===== config.mk =====
export PLATFORM = sky130hd
export DESIGN_NAME = bw_holdoff_arb
export DESIGN_NICKNAME = d
export VERILOG_FILES = /design/src/rtl/bw_holdoff_arb.sv
export SDC_FILE = /design/constraint.sdc
export NUM_CORES = 1
export LEC_CHECK = 0
export ABC_CLOCK_PERIOD_IN_PS = 11000
export BUFFER_PORTS_ARGS = -buffer_cell sky130_fd_sc_hd__buf_2
export CORE_MARGIN = 2
export CORE_UTILIZATION = 40
export DETAILED_ROUTE_END_ITERATION = 10
export PLACE_DENSITY = 0.71
export SLEW_MARGIN = 30
export SYNTH_ARGS = -nofsm -noshare
export SYNTH_HDL_FRONTEND = slang
export SYNTH_SLANG_ARGS = --single-unit
export TNS_END_PERCENT = 30

===== constraint.sdc =====
create_clock -name clk -period 11 [get_ports clk]
set_input_delay 2.2 -clock clk [delete_from_list [all_inputs] [get_ports clk]]
set_output_delay 2.2 -clock clk [all_outputs]
set_load 0.03 [all_outputs]

===== src/rtl/bw_holdoff_arb.sv =====
module bw_holdoff_arb #(
  parameter int NPORT  = 4,
  parameter int PW     = 2,
  parameter int QW     = 4,
  parameter int QDEPTH = 8
) (
  input  logic                clk,
  input  logic                rst_n,
  input  logic [NPORT-1:0]    req,
  input  logic [NPORT*PW-1:0] prio,
  input  logic [NPORT-1:0]    over,
  input  logic                report,
  input  logic [QW-1:0]       q_count,
  input  logic [QW-1:0]       q_thresh,
  input  logic [NPORT-1:0]    ovf_en,
  output logic [NPORT-1:0]    grant,
  output logic                push
);
  localparam int NLEV = 1 << PW;
  localparam int IW = (NPORT > 1) ? $clog2(NPORT) : 1;
  localparam logic [QW-1:0] FULL = QW'(QDEPTH);

  logic [NPORT-1:0] held, normal, ovr_ok, elig;
  logic [PW-1:0]    pr [NPORT];
  logic [IW-1:0]    ptr [NLEV];
  logic [PW-1:0]    top;
  logic             any, room, below;
  logic [IW-1:0]    win;

  for (genvar g = 0; g < NPORT; g++) begin : g_pr
    assign pr[g] = prio[g*PW +: PW];
  end

  assign room   = q_count < FULL;
  assign below  = q_count < q_thresh;
  assign normal = req & ~held;

  always_comb begin
    for (int i = 0; i < NPORT; i++) begin
      logic blk;
      blk = 1'b0;
      for (int j = 0; j < NPORT; j++)
        if (j != i && normal[j] && pr[j] == pr[i]) blk = 1'b1;
      ovr_ok[i] = req[i] & held[i] & ovf_en[i] & below & ~blk;
    end
  end

  assign elig = normal | ovr_ok;

  always_comb begin
    any = 1'b0;
    top = '0;
    for (int i = 0; i < NPORT; i++)
      if (elig[i] && (!any || pr[i] > top)) begin
        top = pr[i];
        any = 1'b1;
      end
  end

  always_comb begin
    logic found;
    logic [IW-1:0] idx;
    found = 1'b0;
    win   = '0;
    for (int k = 0; k < NPORT; k++) begin
      idx = ptr[top] + IW'(1) + IW'(k);
      if (!found && elig[idx] && pr[idx] == top) begin
        found = 1'b1;
        win   = idx;
      end
    end
  end

  assign grant = (rst_n && any && room) ? ({{(NPORT-1){1'b0}}, 1'b1} << win) : '0;
  assign push  = |grant;

  always_ff @(posedge clk) begin
    if (!rst_n) begin
      held <= '0;
      for (int l = 0; l < NLEV; l++) ptr[l] <= IW'(NPORT-1);
    end else begin
      if (report) held <= over;
      if (push) ptr[top] <= win;
    end
  end
endmodule



==> summary.txt, run 1 <==
Timing
  • Final WS setup: -0.277 ns
  • Slew @ Worst Pin: 0.808 ns
  • # setup viols final: 4
  • Layout Skew: 0.00125 ns
  • Slew Viols, Final: 0
  • Fin crit share: 1.03
  • Post-layout min period: 11.28 ns
  • RSZ-0062 raised after global routing: true
  • Max transition margin: 0.457
  • Final-report hold violation count: 0
  • TNS Setup: -0.882 ns
  • Maximum clock frequency: a little under 90 MHz

Critical path
  • Slowest cell on crit path: o41ai_4
  • CP Max Fanout: 7
  • CP Launch Type: input pin
  • Critical path's top delay family: simple AND/OR/NAND/NOR gates
  • Cell mode on critical path: nand2_1
  • R2r setup slk: 3.85 ns
  • CP required: 8.80 ns
  • Crit path DAT: 9.08 ns
  • Endpoint type of the worst setup path: output pin
  • Critical R2R Launch: held[1]$_SDFFE_PN0P_
  • Kind of critical path: in2out
  • R2R Path End: ptr[1][1]$_SDFFCE_PN1P_
  • Slowest stage delay, CP: between 0.4 and 0.5 ns
  • Sum of buffers and inverters on the critical path: 4
  • R2r worst-path depth: 36

Clock network
  • Num CTS Buffers: 3
  • Clock-pin slew of the registers on the worst-case setup and hold paths: 0.05 ns
  • Clk_lat worst skew: 0.24 ns
  • CTS sink cnt: 12
  • H-Tree Depth: 1
  • CTS tree: yes
  • Hold_buf cts: 0
  • Max Buffers Root-to-Sink: 2
  • Clock Tree Root: clkbuf_8

Global routing
  • Vias in the first global route: 2991
  • First-pass GRT wire length: 14400 um
  • Largest net degree at the start of global routing: 13
  • Global-route usage over all layers: 0.251
  • GR Overflow Total: 0
  • Initial antenna violation count: 0

Yosys
  • Post-synthesis mux area share: 0.129
  • Synth Area in Adders: 0.0442
  • Most frequent cell after synthesis: nand2_1
  • XOR/XNOR Fraction of Synth Area: 0.0614
  • Seq/Total Area, Yosys: 0.126
  • EDFF count, synth: 8
  • Synth top area cells: mux2i_1, edfxtp_1, nand2_1
  • Register bit total from synthesis: 12
  • Compound-gate portion of the synthesized area: 0.307
  • Synth area leader: mux2i_1
  • Post-Syn Nets: 352
  • Largest family of logic cells by synthesized area: compound AO/OA/AOI/OAI gates
  • Post-synthesis simple-gate area fraction: 0.272
  • Cell count after synthesis: 312
  • Post-synth top cells: nand2_1, nor2_1, mux2i_1
  • Cell area after synthesis: 0.00255 mm^2
  • Distinct cell type count after synthesis: 81
  • Top-area cell type share of the netlist area: 0.0982
  • Post-Syn Area per Cell: 8.17 um^2
  • Most used DFF post-synth: edfxtp_1
  • Yosys warnings: 0
  • Async SR Flop Fraction: 0

Floorplanning
  • Starting Density: 0.408
  • Vert. Die Dim: ~84 um
  • DIE AREA: 0.00703 mm^2
  • Row cnt: 29
  • I/O pin cnt: 36
  • Chip width: roughly 84 um
  • Core region area: 0.00624 mm^2

Finish
  • Syn-to-layout area delta: 44.7%
  • # fillers: roughly 560
  • # nets final: 452
  • Layout cells sized above 1: 0.445
  • Register area: 320 um^2
  • Diode count: 0
  • Multi-input logic area: roughly 0.0024 mm^2

Run status
  • Violated checks: setup timing
  • Status: complete, but fails checks

Power and ir drop
  • Total power: 556 uW
  • Power Density: 151 mW/mm^2
  • Maximum vdd drop: approximately 0.00018 V
  • Reported leakage power: between 0.0015 and 0.002 uW

Route
  • Via count: 2944
  • DRC: 0
  • Wirelength per Cell: around 18 um
  • Vias per cell: ~6.0
  • Antenna viol nets, final: 0
  • First-pass DRT Iterations: 5
  • DRT iter0 DRCs: 358
  • WL final: ~8700 um

Flow run
  • Max-cap violations: 0

Worst hold path
  • Hold depth: 2
  • HP Start: held[2]$_SDFFE_PN0P_
  • Hold EP: held[2]$_SDFFE_PN0P_
  • Min-delay worst type: reg2reg

Placement
  • Final GP Congestion: around 0.97
  • Detail Placement HPWL: between 6000 and 7000 um
  • Buffers on Ports: 35
-- cell families after synthesis --
group,count (synthesis)
xor gates and xnor gates,17
and+or+nand+nor,128
adders and majority gates,9
muxes,31
DFF,12
AOI/OAI and AO/OA,87
buffers and inverters,28
-- tightest hold or removal path, cell delays in order, from the launching register on --
cell	delay, ns
dfxtp_1	0.33
mux2i_1	0.07
nor2b_1	0.10
-- power by group --
group          switching [uW]  internal (uW)  total, uW
registers                3.94           54.0       57.9
clock network            16.8           31.7       48.4
logic                     233            217        449
total                     253            303        556
-- cell type report --
type                       instances  area share
inverter                          14      0.0197
multi-input combinational        272       0.644
tap                               77      0.0261
sequential                        12      0.0868
clock buffer                       4      0.0149
timing repair buffer             109       0.209
-- cell usage in the layout (no fill, tap or decap), drive strengths merged, types with 5 or more instances in the layout --
cell type	instances
buf	109
nand2	32
nor2	27
mux2i	26
nor3	20
o21ai	15
inv	14
xor2	12
a21oi	11
o211ai	10
ha	9
edfxtp	8
nand2b	7
nor2b	6
or2	6
or3	6
xnor2	5
mux2	5
-- state kept, by name, summed over array words and instances (netlist names) --
register / flops
ptr: 8
held: 4
-- repair_timing --
item                       CTS  global route
setup buffers               10             0
pin swaps                   29             5
cloned                       0             0
resized for setup           19             8
setup endpoints to repair    4             4
-- worst max path at each step --
stage | from | endpoint | slack (ns) | cells after the start
detailed placement | q_thresh[3] | grant[1] | -0.43 | 38
floorplan | q_thresh[3] | grant[1] | -0.30 | 32
global placement | q_thresh[3] | grant[1] | -0.27 | 38
finish | prio[1] | grant[1] | -0.28 | 36
global route | prio[1] | grant[1] | -0.60 | 36
CTS | q_count[1] | grant[1] | -0.26 | 37
-- routing by layer --
layer	up-vias	GRT usage	routed length, um
li1	1389	-	-
met1	1407	0.335	3820
met2	129	0.431	4200
met3	19	0.0158	511
met4	0	0.0806	193
met5	-	0	0
-- through the flow --
step	hold slack [ns]	setup WS [ns]	area, um^2	utilization	std cells
global placement	0.501	-0.265	3450	0.553	474
detailed placement	0.524	-0.431	3450	0.553	474
finish	0.534	-0.277	3690	0.591	488
floorplan	0.473	-0.304	2820	-	312
CTS	0.536	-0.255	3660	0.586	488
global route	0.568	-0.602	3690	0.591	488
Power figures use the tool's default switching activity.
==> run 2: changes to the inputs <==
--- a/config.mk
+++ b/config.mk
@@ -7,6 +7,7 @@
 export LEC_CHECK = 0
 export ABC_CLOCK_PERIOD_IN_PS = 11000
 export BUFFER_PORTS_ARGS = -buffer_cell sky130_fd_sc_hd__buf_2
+export CORE_ASPECT_RATIO = 1.1
 export CORE_MARGIN = 2
 export CORE_UTILIZATION = 40
 export DETAILED_ROUTE_END_ITERATION = 10
==> run 2 against run 1 <==
The run still ends with setup timing left. Sequential power fell by 0.7%. Critical path depth rose by 2. Non-clock buffer count rose by 3. Wire length fell by 2.8%. First-iteration DRC count fell by 56%. Sequential share of layout area fell by 0.30 points. Register-to-register slack improved by 0.05 ns. Die area barely moved. Total power rose by 3.3%. Hold slack improved by 0.026 ns. Maximum frequency rose by 1.2%. Largest cell class unchanged. Highest routed layer unchanged.
==> summary.txt, run 2 (synthesis gave the netlist of run 1 again) <==
Clock network
  • Clock-pin slew of the registers on the worst-case setup and hold paths: 0.06 ns
  • CTS sink cnt: 12
  • CTS tree: yes
  • Hold_buf cts: 0
  • H-Tree Depth: 1
  • Clk_lat worst skew: 0.25 ns
  • Max Buffers Root-to-Sink: 2
  • Num CTS Buffers: 3
  • Clock Tree Root: clkbuf_8

Finish
  • Most common cell after layout, fill and taps aside: buf_4
  • Multi-input logic area: approximately 0.0025 mm^2
  • Max FFs per register: 8
  • Layout cells sized above 1: 0.471
  • # fillers: 527
  • Commonest cells after routing, fill and taps aside: buf_4, nand2_1, buf_2, nor2_1, mux2i_1
  • Syn-to-layout area delta: 50.0%
  • # nets final: 455
  • Diode count: 0
  • Reg with most FFs: ptr
  • Regs by FF count: ptr x8, held x4
  • Register area: 320 um^2

Placement
  • Final GP Congestion: ~0.94
  • Detail Placement HPWL: 6590 um
  • Post-place setup slack: -0.351 ns
  • Buffers on Ports: 35

Floorplanning
  • Core region area: 0.00616 mm^2
  • Row cnt: 30
  • Starting Density: 0.414
  • Vert. Die Dim: just under 90 um
  • DIE AREA: around 0.007 mm^2
  • I/O pin cnt: 36
  • Chip width: 80.1 um

Global routing
  • Largest net degree at the start of global routing: 13
  • GR Overflow Total: 0
  • First-pass GRT wire length: 13700 um
  • Vias in the first global route: 2874
  • Initial antenna violation count: 0
  • Global-route usage over all layers: 0.245

Run status
  • Violated checks: setup timing
  • Status: complete, but fails checks

Critical path
  • Critical path's top delay family: compound AO/OA/AOI/OAI gates
  • Endpoint type of the worst setup path: output pin
  • Sum of buffers and inverters on the critical path: 7
  • R2r worst-path depth: 37
  • Crit. path cell count: 38
  • R2r setup slk: about 3.9 ns
  • Slowest stage delay, CP: roughly 0.4 ns
  • CP required: 8.80 ns
  • CP Max Fanout: 8
  • CP Launch Type: input pin
  • Crit path DAT: 8.94 ns
  • Slowest cell on crit path: or3_4
  • Kind of critical path: in2out

Route
  • DRT iter0 DRCs: between 150 and 200
  • DRC: 0
  • Wirelength per Cell: 17.2 um
  • Antenna viol nets, final: 0
  • Vias per cell: roughly 6
  • Via count: 2890
  • First-pass DRT Iterations: 4
  • WL final: between 8000 and 9000 um

Timing
  • Layout Skew: 0.0124 ns
  • # setup viols final: 4
  • Post-layout min period: 11.14 ns
  • Maximum clock frequency: 89.8 MHz
  • TNS Setup: -0.394 ns
  • Final-report hold violation count: 0
  • Max transition margin: 0.460
  • Fin crit share: 1.01
  • Slew Viols, Final: 0
  • Final WS setup: -0.138 ns
  • Slew @ Worst Pin: 0.803 ns
  • RSZ-0062 raised after global routing: true

Power and ir drop
  • Power Density: 150 mW/mm^2
  • Maximum vdd drop: 0.000140 V
  • Reported leakage power: 0.00157 uW

Flow run
  • Max-cap violations: 0

Worst hold path
  • Min-delay worst type: reg2reg
  • Hold depth: 2
## run 2: cell type report
class | count | share of cell area
Inverter | 14 | 0.0190
Multi-Input combinational cell | 272 | 0.644
Sequential cell | 12 | 0.0838
Clock buffer | 3 | 0.0108
Timing Repair Buffer | 112 | 0.215
Tap cell | 80 | 0.0262
Clock inverter | 1 | 0.000982
## run 2: worst paths after layout
kind | start | end
hold / removal | held[2]$_SDFFE_PN0P_ | held[2]$_SDFFE_PN0P_
setup / recovery | q_thresh[3] | grant[1]
setup reg to reg | held[1]$_SDFFE_PN0P_ | ptr[3][1]$_DFFE_PP_
hold reg to reg | held[2]$_SDFFE_PN0P_ | held[2]$_SDFFE_PN0P_
## run 2: power breakdown
group	total [uW]	leakage [uW]	switching [uW]	internal, uW
clock	43.3	0.0000231	18.6	24.7
combinational	473	0.00145	242	231
sequential	57.5	0.0000961	3.56	54.0
## run 2: tightest hold or removal path, stage by stage, from the launching register on
cell,delay (ns)
dfxtp_1,0.33
mux2i_1,0.08
nor2b_1,0.11
## run 2: metal layers
layer,track usage,share of wire,up-vias
met5,0,0,-
met4,0.0786,0.023,0
met3,0.0196,0.039,19
met2,0.432,0.51,81
met1,0.316,0.43,1401
li1,-,-,1389
## run 2: timing repair
action	CTS	global route
pin swaps	39	10
setup buffers	10	1
cloned	0	0
setup endpoints to repair	4	4
resized for setup	36	13
## run 2: per-stage QoR
stage / hold WS [ns] / util / power, uW / cells / cell area [um^2]
floorplan: 0.473 / - / 331 / 312 / 2820
global placement: 0.513 / 0.566 / 459 / 479 / 3480
detailed placement: 0.557 / 0.566 / 467 / 479 / 3480
CTS: 0.573 / 0.609 / 554 / 493 / 3750
global route: 0.615 / 0.621 / 610 / 494 / 3820
finish: 0.559 / 0.621 / 574 / 494 / 3820
